===== src/rtl/bsw_pkg.sv =====
package bsw_pkg;
    typedef enum logic [1:0] {
        ST_OFF  = 2'd0,
        ST_ON_A = 2'd1,
        ST_ON_B = 2'd2,
        ST_GAP  = 2'd3
    } bsw_state_e;

    localparam logic PORT_A = 1'b0;
    localparam logic PORT_B = 1'b1;
endpackage


===== src/rtl/bsw_edge_detect.sv =====
module bsw_edge_detect #(
    parameter int STAGES = 2
) (
    input  logic clk,
    input  logic rst,
    input  logic async_in,
    output logic rise
);
    localparam int CHAIN = STAGES + 1;

    logic [CHAIN-1:0] chain_q;

    genvar i;
    generate
        for (i = 0; i < CHAIN; i++) begin : g_stage
            if (i == 0) begin : g_first
                always_ff @(posedge clk) begin
                    if (rst) chain_q[i] <= 1'b0;
                    else     chain_q[i] <= async_in;
                end
            end else begin : g_next
                always_ff @(posedge clk) begin
                    if (rst) chain_q[i] <= 1'b0;
                    else     chain_q[i] <= chain_q[i-1];
                end
            end
        end
    endgenerate

    assign rise = chain_q[STAGES-1] & ~chain_q[STAGES];

    // a detected rise lasts a single cycle
    p_single_pulse_r2: assert property (@(posedge clk) disable iff (rst)
        rise |=> !rise);
endmodule


===== src/rtl/bsw_sel_reg.sv =====
module bsw_sel_reg (
    input  logic clk,
    input  logic rst,
    input  logic strobe_rise,
    input  logic strobe_en_n,
    input  logic oe_n,
    input  logic direct,
    input  logic sel,
    output logic choice_q
);
    import bsw_pkg::*;

    logic load;

    always_comb begin
        load = strobe_rise & ~strobe_en_n & ~oe_n & ~direct;
    end

    always_ff @(posedge clk) begin
        if (rst)       choice_q <= PORT_A;
        else if (load) choice_q <= sel;
    end

    // strobe with enable deasserted keeps the register
    p_en_blocks_r3: assert property (@(posedge clk) disable iff (rst)
        strobe_en_n |=> $stable(choice_q));

    // output disabled freezes the register
    p_oe_blocks_r4: assert property (@(posedge clk) disable iff (rst)
        oe_n |=> $stable(choice_q));
endmodule


===== src/rtl/bsw_group.sv =====
module bsw_group #(
    parameter int LANES      = 4,
    parameter int SYNC_DEPTH = 2
) (
    input  logic             clk,
    input  logic             rst,
    input  logic             sel,
    input  logic             strobe,
    input  logic             strobe_en_n,
    input  logic             oe_n,
    input  logic             direct,
    input  logic [LANES-1:0] a_in,
    input  logic [LANES-1:0] b_in,
    output logic [LANES-1:0] y_out,
    output logic             on
);
    import bsw_pkg::*;

    logic       strobe_rise;
    logic       choice_q;
    logic       target;
    bsw_state_e state_q, state_d;
    logic [LANES-1:0] hold_q;

    bsw_edge_detect #(.STAGES(SYNC_DEPTH)) u_edge (
        .clk      (clk),
        .rst      (rst),
        .async_in (strobe),
        .rise     (strobe_rise)
    );

    bsw_sel_reg u_choice (
        .clk         (clk),
        .rst         (rst),
        .strobe_rise (strobe_rise),
        .strobe_en_n (strobe_en_n),
        .oe_n        (oe_n),
        .direct      (direct),
        .sel         (sel),
        .choice_q    (choice_q)
    );

    always_comb begin
        target = direct ? sel : choice_q;
    end

    // state register
    always_ff @(posedge clk) begin
        if (rst) state_q <= ST_OFF;
        else     state_q <= state_d;
    end

    // next state
    always_comb begin
        state_d = state_q;
        unique case (state_q)
            ST_OFF: begin
                if (!oe_n) state_d = (target == PORT_B) ? ST_ON_B : ST_ON_A;
            end
            ST_ON_A: begin
                if (oe_n)                  state_d = ST_OFF;
                else if (target == PORT_B) state_d = ST_GAP;
            end
            ST_ON_B: begin
                if (oe_n)                  state_d = ST_OFF;
                else if (target == PORT_A) state_d = ST_GAP;
            end
            ST_GAP: begin
                if (oe_n) state_d = ST_OFF;
                else      state_d = (target == PORT_B) ? ST_ON_B : ST_ON_A;
            end
            default: state_d = ST_OFF;
        endcase
    end

    // last-value hold
    always_ff @(posedge clk) begin
        if (rst)                    hold_q <= '0;
        else if (state_q == ST_ON_A) hold_q <= a_in;
        else if (state_q == ST_ON_B) hold_q <= b_in;
    end

    // outputs
    always_comb begin
        y_out = hold_q;
        on    = 1'b0;
        unique case (state_q)
            ST_ON_A: begin y_out = a_in; on = 1'b1; end
            ST_ON_B: begin y_out = b_in; on = 1'b1; end
            ST_OFF, ST_GAP: begin y_out = hold_q; on = 1'b0; end
            default: begin y_out = hold_q; on = 1'b0; end
        endcase
    end

    // never cross directly between live ports
    p_bbm_ab_r8: assert property (@(posedge clk) disable iff (rst)
        (state_q == ST_ON_A) |=> (state_q != ST_ON_B));
    p_bbm_ba_r8: assert property (@(posedge clk) disable iff (rst)
        (state_q == ST_ON_B) |=> (state_q != ST_ON_A));

    // disable turns the path off on the next edge
    p_oe_off_r6: assert property (@(posedge clk) disable iff (rst)
        oe_n |=> !on);

    // held value does not move while off
    p_hold_stable_r7: assert property (@(posedge clk) disable iff (rst)
        !on |=> $stable(hold_q));
endmodule


===== src/rtl/bsw_quad_top.sv =====
module bsw_quad_top #(
    parameter int GROUPS     = 4,
    parameter int LANES      = 4,
    parameter int SYNC_DEPTH = 2
) (
    input  logic                      clk,
    input  logic                      rst,
    input  logic [GROUPS-1:0]         sel,
    input  logic [GROUPS-1:0]         strobe,
    input  logic [GROUPS-1:0]         strobe_en_n,
    input  logic [GROUPS-1:0]         oe_n,
    input  logic [GROUPS-1:0]         direct,
    input  logic [GROUPS*LANES-1:0]   a_bus,
    input  logic [GROUPS*LANES-1:0]   b_bus,
    output logic [GROUPS*LANES-1:0]   y_bus,
    output logic [GROUPS-1:0]         path_on
);
    genvar g;
    generate
        for (g = 0; g < GROUPS; g++) begin : g_grp
            bsw_group #(
                .LANES      (LANES),
                .SYNC_DEPTH (SYNC_DEPTH)
            ) u_grp (
                .clk         (clk),
                .rst         (rst),
                .sel         (sel[g]),
                .strobe      (strobe[g]),
                .strobe_en_n (strobe_en_n[g]),
                .oe_n        (oe_n[g]),
                .direct      (direct[g]),
                .a_in        (a_bus[g*LANES +: LANES]),
                .b_in        (b_bus[g*LANES +: LANES]),
                .y_out       (y_bus[g*LANES +: LANES]),
                .on          (path_on[g])
            );
        end
    endgenerate

    // nothing is connected in the cycle after reset
    p_reset_off_r1: assert property (@(posedge clk)
        rst |=> (path_on == '0));
endmodule


===== config.mk =====
export PLATFORM = sky130hd
export DESIGN_NAME = bsw_quad_top
export DESIGN_NICKNAME = d
export VERILOG_FILES = /design/src/rtl/bsw_pkg.sv /design/src/rtl/bsw_edge_detect.sv /design/src/rtl/bsw_sel_reg.sv /design/src/rtl/bsw_group.sv /design/src/rtl/bsw_quad_top.sv
export SDC_FILE = /design/constraint.sdc
export NUM_CORES = 1
export LEC_CHECK = 0
export ABC_AREA = 1
export BUFFER_PORTS_ARGS = -buffer_cell sky130_fd_sc_hd__buf_2
export CAP_MARGIN = 40
export CORE_MARGIN = 3
export CORE_UTILIZATION = 45
export DETAILED_ROUTE_END_ITERATION = 10
export PLACE_DENSITY_LB_ADDON = 0.08
export SYNTH_ARGS = -nofsm -noshare
export SYNTH_HDL_FRONTEND = slang
export SYNTH_SLANG_ARGS = --single-unit

===== constraint.sdc =====
create_clock -name clk -period 2.12 [get_ports clk]
set_input_delay 0.424 -clock clk [delete_from_list [all_inputs] [get_ports clk]]
set_output_delay 0.424 -clock clk [all_outputs]
set_load 0.01 [all_outputs]

Yosys cells after proc, flatten, opt, wreduce, memory -nomap -nowiden
Cells that the tools add are included.
Operators by class
  multiplexer cells: 52
  bitwise operators: 32
  equality and inequality tests: 24
  reduce and logical (&&, ||, !) cells: 20
Operators by type and width (number)
  $mux W2: 28
  $pmux W4 S3: 4
  $mux W4: 8
  $pmux W2 S4: 4
  $and A1 B1 Y1: 16
  $eq A2 B2 Y1 const B: 8
  $not A1 Y1: 16
  $reduce_or A2 Y1: 8
  $ne A3 B2 Y1 const B: 4
  $ne A3 B3 Y1 const B: 4
  $reduce_and A3 Y1: 4
  $eq A2 B1 Y1 const B: 4
  $logic_not A2 Y1: 4
  $ne A2 B2 Y1 const B: 4
  $pmux W1 S2: 4
  $reduce_bool A2 Y1: 4
  $mux W1: 4
Word-level totals
  output and inout bits: 20
  bits of input ports: 54
  register bits after elaboration: 40
  logic and storage cells: 152

Depth between registers and ports, before layout
Gate-level depths: netlist of run 1.
  depth after elaboration: 5
  depth in mapped cells: 10
  mapped depth without buffers: 10

By module
A second synthesis of run 1 with hierarchy kept.
Second synthesis, totals
  cell total of the unflattened synthesis: 376
  area, all modules: 2542.4 µm²
By module, submodules not included
  bsw_group: cells each 74, times used 4, area an instance 488.0 µm²
  bsw_edge_detect: cells each 10, times used 4, area an instance 86.3 µm²
  bsw_sel_reg: cells each 10, times used 4, area an instance 61.3 µm²

Worst setup path after synthesis of run 1
Ideal clock, no wire load.
  kind: register to output
  start: register g_grp[0].u_grp.state_q[0]
  end: output y_bus[0]
  slack: 0.452 ns
  arrival: 1.244 ns
  data required time: 1.696 ns
  cell stages (with the launch flop): 6
  path through: dfxtp_1 inv_1 ha_1 inv_1 nand2_1 a31oi_1
Between the ends
  word-level cells in the longest chain between the ends: 3
  elaborated cells on any way between the ends: 6
RTL lines
  from (decl): line bsw_group.sv:22  | bsw_state_e state_q, state_d;
  from (signal assigned): line bsw_group.sv:50  | else state_q <= state_d;
  $eq A2 B2 Y1 / $logic_not A2 Y1 (equally long branches): line bsw_group.sv:87  | unique case (state_q)
  $reduce_or A2 Y1: line bsw_group.sv:87
  $pmux W4 S3 *: line bsw_group.sv:87
  to (decl): line bsw_quad_top.sv:15  | output logic [GROUPS*LANES-1:0] y_bus,
Mark *: on every way between the ends. The rest lies on a longest branch, timed or not.

Final worst setup path of run 1
  start: register g_grp[2].u_grp.state_q[0]
  end: output y_bus[11]
Between the ends
  word-level cells in the longest chain between the ends: 3
  elaborated cells on any way between the ends: 6
RTL lines (line)
  from (decl): bsw_group.sv:22
  from (signal assigned): bsw_group.sv:50
  $eq A2 B2 Y1 / $logic_not A2 Y1 (equally long branches): bsw_group.sv:87
  $reduce_or A2 Y1: bsw_group.sv:87
  $pmux W4 S3 *: bsw_group.sv:87
Marks and branches as above.

==> results.py, run 1 <==
metrics = {
    "status": {
        "status": "completed",
    },
    "power": {
        "cellLeakagePower_nw": 1.60,
        "switching_power_mw": 1.87,
        "switching_share": 0.435,
        "ir_drop_v": 0.000583,
        "powerDensity_nw_per_um2": 1340,
        "p_total_mw": 4.31,
        "p_seq_frac": 0.251,
        "p_comb_frac": 0.590,
        "p_int_mw": 2.44,
        "p_clk_frac": 0.159,
    },
    "synthesis": {
        "yosys.area.top_type": "dfxtp_1",
        "synth-adder-area-share": 0.115,
        "synth_xor_area_frac": 0,
        "muxShareOfSynthArea": 0,
        "yosysMostFrequentCell": "nand2_1",
        "yosys-top-cells-count": "76 x nand2_1, 58 x nor2_1, 44 x inv_1",
        "syn-mean-instance-area_um2": 6.82,
        "synth.distinct_cells": 21,
        "yosys.area_share.simple": 0.332,
        "syn-num-nets": 461,
        "synth_area_leaders": "dfxtp_1 31%, ha_1 11%, nand2_1 11%",
        "synth_compound_area_frac": 0.145,
        "async_flop_share": 0,
        "yosysWarnings": 0,
        "synth_ff_type": "dfxtp_1",
        "syn_inst": 383,
        "synth_top_family_by_area": "simple AND/OR/NAND/NOR gates",
        "synth_edf_count": 0,
        "yosysTopAreaCellShare": 0.306,
        "ys_seq_area_frac": 0.306,
        "ys_ff_latch": 40,
        "syn_area_um2": 2610,
    },
    "global_route": {
        "grt_start_max_net_pins": 15,
        "antenna_found_initial": 0,
        "overflow": 0,
        "grt_pass1_wl_um": 9440,
        "track_usage": 0.172,
        "first_global_vias": 2241,
    },
    "setup_path": {
        "endpoint": "y_bus[11]",
        "worst_setup_path_start_kind": "register",
        "startpoint": "g_grp[2].u_grp.state_q[0]",
        "r2r_end": "g_grp[0].u_grp.state_q[1]",
        "cp-end-kind": "output pin",
        "r2r_start": "g_grp[0].u_grp.state_q[1]",
        "critPathKind": "register to output pin",
        "rrSetupSlack_ns": 0.66,
        "cp.required_ns": 1.70,
        "rr_worst_depth": 9,
        "arrival_ns": 1.53,
        "cp_max_fo": 8,
    },
    "floorplan": {
        "core_um2": 5570,
        "fp-row-count": 27,
        "initial_core_util": 0.469,
        "die-area_um2": 6760,
        "die_h_um": 82.2,
        "die_x_um": 82.2,
        "pin_count": 74,
    },
    "run": {
        "cap_violations": 0,
    },
    "placement": {
        "port_buffers": 73,
        "place.gp.congestion": 0.797,
        "placed_cell_area_um2": 3020,
        "hpwl_um": 4370,
        "place_ws_ns": 0.234,
    },
    "cells_and_area": {
        "antenna_cells": 0,
        "synthToLayoutAreaGrowth_pct": 23.3,
        "postLayoutCoreUtil": 0.578,
        "n_fill_cell": 555,
        "drive_gt1_frac": 0.297,
        "stdcell_area_um2": 3220,
        "final_nets": 535,
    },
    "detailed_routing": {
        "vias": 2570,
        "drt-pass1-iter-count": 4,
        "viasPerCell": 4.85,
        "drc": 0,
        "route.final.wire_length_um": 5650,
        "drt-initial-drc-count": 90,
        "ant_nets": 0,
        "wl_per_cell_um": 10.7,
    },
    "clocking": {
        "clkLatencyLatePin_ns": 0.28,
        "clock_sinks": 40,
        "cts_buffer_depth": 2,
        "htree_levels": 2,
        "cts.clk_slew.worst_paths_ns": 0.08,
        "cts_hold_buf": 0,
        "cts-root-buf": "clkbuf_8",
        "tritoncts": "yes",
        "cts_buffers": 5,
    },
    "timing": {
        "finalSetupViolCount": 0,
        "finalWorstSetupSlack_ns": 0.161,
        "maxSlewHeadroom": 0.801,
        "skew_ns": 0.00264,
        "max_freq_mhz": 511,
        "worstMarginPinSlew_ns": 0.298,
        "period_share": 0.924,
        "final_hold_viol_count": 0,
        "fin_crit_ns": 1.96,
        "finalSetupTns_ns": 0,
        "slew_viol_final": 0,
    },
    "min_path": {
        "holdCritPathClass": "primary input to register",
    },
}
## routing by layer
metal	up-vias	track usage	wire length (µm)	share of wire
met3	4	0.0336	268	0.047
met1	1138	0.232	2760	0.49
met5	-	0	0	0
li1	1378	-	-	-
met2	50	0.284	2580	0.46
met4	0	0.0399	39	0.0069
## how the worst min path moves through the flow
stage,startpoint,slack [ns],cells after the start,endpoint
2_1_floorplan,g_grp[0].u_grp.u_edge.chain_q[0],0.39,2,g_grp[0].u_grp.u_edge.chain_q[1]
3_5_place_dp,g_grp[2].u_grp.u_edge.chain_q[0],0.40,2,g_grp[2].u_grp.u_edge.chain_q[1]
6_report,strobe[1],0.33,3,g_grp[1].u_grp.u_edge.chain_q[0]
4_1_cts,strobe[1],0.32,3,g_grp[1].u_grp.u_edge.chain_q[0]
5_1_grt,strobe[0],0.34,3,g_grp[0].u_grp.u_edge.chain_q[0]
3_3_place_gp,g_grp[0].u_grp.u_edge.chain_q[0],0.39,2,g_grp[0].u_grp.u_edge.chain_q[1]
## cell type report
| type | count | area [µm²] | share of cell area |
|---|---|---|---|
| Clock inverter | 1 | 30.0 | 0.00932 |
| Inverter | 55 | 209 | 0.0648 |
| Multi-Input combinational cell | 278 | 1600 | 0.495 |
| Tap cell | 72 | 90.1 | 0.0280 |
| Sequential cell | 40 | 806 | 0.250 |
| Clock buffer | 7 | 96.3 | 0.0299 |
| Timing Repair Buffer | 77 | 395 | 0.123 |
## cell usage in the layout, fill, tap and decap left out, types with 7 or more instances in the layout
master    instances
nand2_1          76
buf_2            73
nor2_1           58
inv_1            40
a21oi_1          36
dfxtp_1          36
ha_1             20
a31oi_1          16
o21ai_0          16
inv_2            14
nand3_2           8
clkbuf_8          7
## power groups by stage
stage               logic (mW)  registers [mW]  clock network, mW
global placement          2.35            1.09                  0
CTS                       2.40            1.07              0.714
global route              2.95            1.10              0.733
finish                    2.54            1.08              0.686
floorplan                 1.80            1.06                  0
detailed placement        2.37            1.09                  0
## worst max-delay path, stage by stage (launching register included)
cell and delay [ns]:
dfxtp_1 0.40, inv_1 0.13, ha_4 0.28, inv_4 0.09, nand2_1 0.07, a31oi_1 0.13
buf_2 0.15
## cell families (layout without fill, tap and decap cells)
group	Yosys count	after routing
flops	40	40
compound gates	70	70
simple gates	184	184
fa+ha+maj	24	24
buf+inv	65	140
## sequential cells by signal (all words and copies together) (netlist names)
signal and count:
g_grp.u_grp.hold_q 16, g_grp.u_grp.state_q 8, g_grp.u_grp.u_choice.choice_q 4, g_grp.u_grp.u_edge.chain_q 12
## per-stage QoR
stage                     hold WS, ns  instances
after floorplan                 0.388        383
after global placement          0.391        520
after detailed placement        0.398        520
after CTS                       0.324        528
after global routing            0.336        530
final                           0.335        530
## timing repair
item                       CTS  global route
gates resized for setup      4             9
setup endpoints to repair   16            16
setup buffers                0             2
(Power assumes the default switching activity.)
==> run 2: changes to the inputs <==
--- a/config.mk
+++ b/config.mk
@@ -8,7 +8,7 @@
 export ABC_AREA = 1
 export BUFFER_PORTS_ARGS = -buffer_cell sky130_fd_sc_hd__buf_2
 export CAP_MARGIN = 40
-export CORE_MARGIN = 3
+export CORE_MARGIN = 1
 export CORE_UTILIZATION = 45
 export DETAILED_ROUTE_END_ITERATION = 10
 export PLACE_DENSITY_LB_ADDON = 0.08
==> run 2 against run 1 <==
Global-route usage up 2.8 points. Critical endpoint is now y_bus[6]. Via count decreased by 0.19%. Critical path type unchanged. Critical path depth unchanged. Core utilization is 0.46 points lower. Total power is 3.6% lower. Setup slack got worse by 0.0023 ns. Sequential share of layout area rose by 0.39 points.
==> results.py, run 2 (same netlist as run 1, synthesis figures left out) <==
metrics = {
    "floorplan": {
        "core_um2": 5540,
        "pin_count": 74,
        "die-area_um2": 6120,
        "die_h_um": 78.2,
        "initial_core_util": 0.472,
        "fp-row-count": 27,
        "die_x_um": 78.2,
    },
    "cells_and_area": {
        "antenna_cells": 0,
        "reg_top3": "g_grp.u_grp.hold_q: 16 flops, g_grp.u_grp.u_edge.chain_q: 12 flops, g_grp.u_grp.state_q: 8 flops",
        "drive_gt1_frac": 0.300,
        "top_register": "g_grp.u_grp.hold_q",
        "synthToLayoutAreaGrowth_pct": 21.6,
        "layout_commonest_cell": "nand2_1",
        "largest_reg_flops": 16,
        "final_nets": 534,
        "postLayoutCoreUtil": 0.574,
        "layout_common_cells": "76 x nand2_1, 73 x buf_2, 58 x nor2_1, 37 x inv_1, 36 x a21oi_1",
    },
    "setup_path": {
        "cp.required_ns": 1.70,
        "critPathMaxStageDelay_ns": 0.34,
        "cp_cell_sequence": "inv_1, ha_4, inv_2, nand2_1, a31oi_1, buf_2",
        "rr_worst_depth": 9,
        "cp_max_fo": 8,
        "arrival_ns": 1.54,
        "worstSetupPathDepth": 6,
        "critPathSlowestCell": "dfxtp_2",
        "critPathKind": "register to output pin",
        "critical_path.top_delay_family": "buffers and inverters",
        "worst_setup_path_start_kind": "register",
        "worst-path-buf-inv": 3,
        "cp-end-kind": "output pin",
    },
    "clocking": {
        "tritoncts": "yes",
        "htree_levels": 2,
        "cts.clk_slew.worst_paths_ns": 0.08,
        "cts_hold_buf": 0,
        "cts-root-buf": "clkbuf_8",
        "clkLatencyLatePin_ns": 0.30,
        "cts_buffer_depth": 2,
        "clock_sinks": 40,
        "cts_buffers": 5,
    },
    "min_path": {
        "hold_depth": 3,
        "holdCritPathClass": "primary input to register",
    },
    "global_route": {
        "track_usage": 0.200,
        "first_global_vias": 2443,
        "overflow": 0,
        "grt_pass1_wl_um": 9950,
        "grt_start_max_net_pins": 18,
        "antenna_found_initial": 0,
    },
    "timing": {
        "fin_crit_ns": 1.96,
        "skew_ns": 0.00463,
        "maxSlewHeadroom": 0.809,
        "final_hold_viol_count": 0,
        "whs_ns": 0.329,
        "worstMarginPinSlew_ns": 0.286,
        "max_freq_mhz": 510,
        "finalSetupViolCount": 0,
        "period_share": 0.925,
        "finalSetupTns_ns": 0,
        "rsz0062_at_grt": "false",
        "slew_viol_final": 0,
    },
    "detailed_routing": {
        "drc": 0,
        "route.final.wire_length_um": 5630,
        "drt-initial-drc-count": 117,
        "vias": 2565,
        "viasPerCell": 4.85,
        "drt-pass1-iter-count": 7,
        "ant_nets": 0,
        "wl_per_cell_um": 10.6,
    },
    "power": {
        "powerDensity_nw_per_um2": 1310,
        "cellLeakagePower_nw": 1.58,
        "ir_drop_v": 0.000492,
    },
    "run": {
        "cap_violations": 0,
    },
    "placement": {
        "hpwl_um": 4270,
        "port_buffers": 73,
        "place.gp.congestion": 0.813,
    },
    "status": {
        "status": "completed",
    },
}
[run 2: worst min-delay path, delay by kind of cell]
kind / cells / cell delay [ns]
simple gates: 1 / 0.03
buf+inv: 2 / 0.14
[run 2: path summary, 6_finish.rpt]
kind | startpoint | to | slack [ns]
setup / recovery | g_grp[1].u_grp.state_q[0] | y_bus[6] | 0.16
hold / removal | strobe[1] | g_grp[1].u_grp.u_edge.chain_q[0] | 0.33
setup reg to reg | g_grp[0].u_grp.state_q[1] | g_grp[0].u_grp.state_q[1] | 0.67
hold reg to reg | g_grp[2].u_grp.u_edge.chain_q[0] | g_grp[2].u_grp.u_edge.chain_q[1] | 0.40
[run 2: cell type report]
type | count | area [µm²]
flip-flops and latches | 40 | 807
clock buffers | 8 | 90.1
inverters | 55 | 206
multi-input cells | 278 | 1600
repair buffers | 76 | 388
well taps | 72 | 90.1
fillers | 549 | 2360
[run 2: per-layer routing]
layer / part of all wire / wire length, µm / vias up / global-route usage
met3: 0.043 / 244 / 10 / 0.0372
met4: 0.020 / 115 / 0 / 0.0981
met5: 0 / 0 / - / 0
met2: 0.45 / 2510 / 63 / 0.335
met1: 0.49 / 2760 / 1118 / 0.245
li1: - / - / 1374 / -
[run 2: stage by stage]
step | cells | power (mW) | cell area (µm²) | worst slack, ns
detailed placement | 520 | 3.45 | 3020 | 0.268
finish | 529 | 4.16 | 3180 | 0.159
global placement | 520 | 3.44 | 3020 | 0.281
floorplan | 383 | 2.86 | 2610 | 0.452
global route | 529 | 4.60 | 3180 | 0.0215
CTS | 528 | 4.03 | 3110 | 0.0109
[run 2: power breakdown]
group | internal, mW | total, mW | leakage, nW | switching, mW
logic | 1.03 | 2.54 | 1.20 | 1.51
registers | 0.979 | 1.08 | 0.331 | 0.0988
clock network | 0.266 | 0.540 | 0.0455 | 0.274
[run 2: timing repair]
item / CTS / global route
buffers inserted: 0 / 1
setup endpoints to repair: 16 / 16
resized for setup: 4 / 12
cloned: 0 / 0
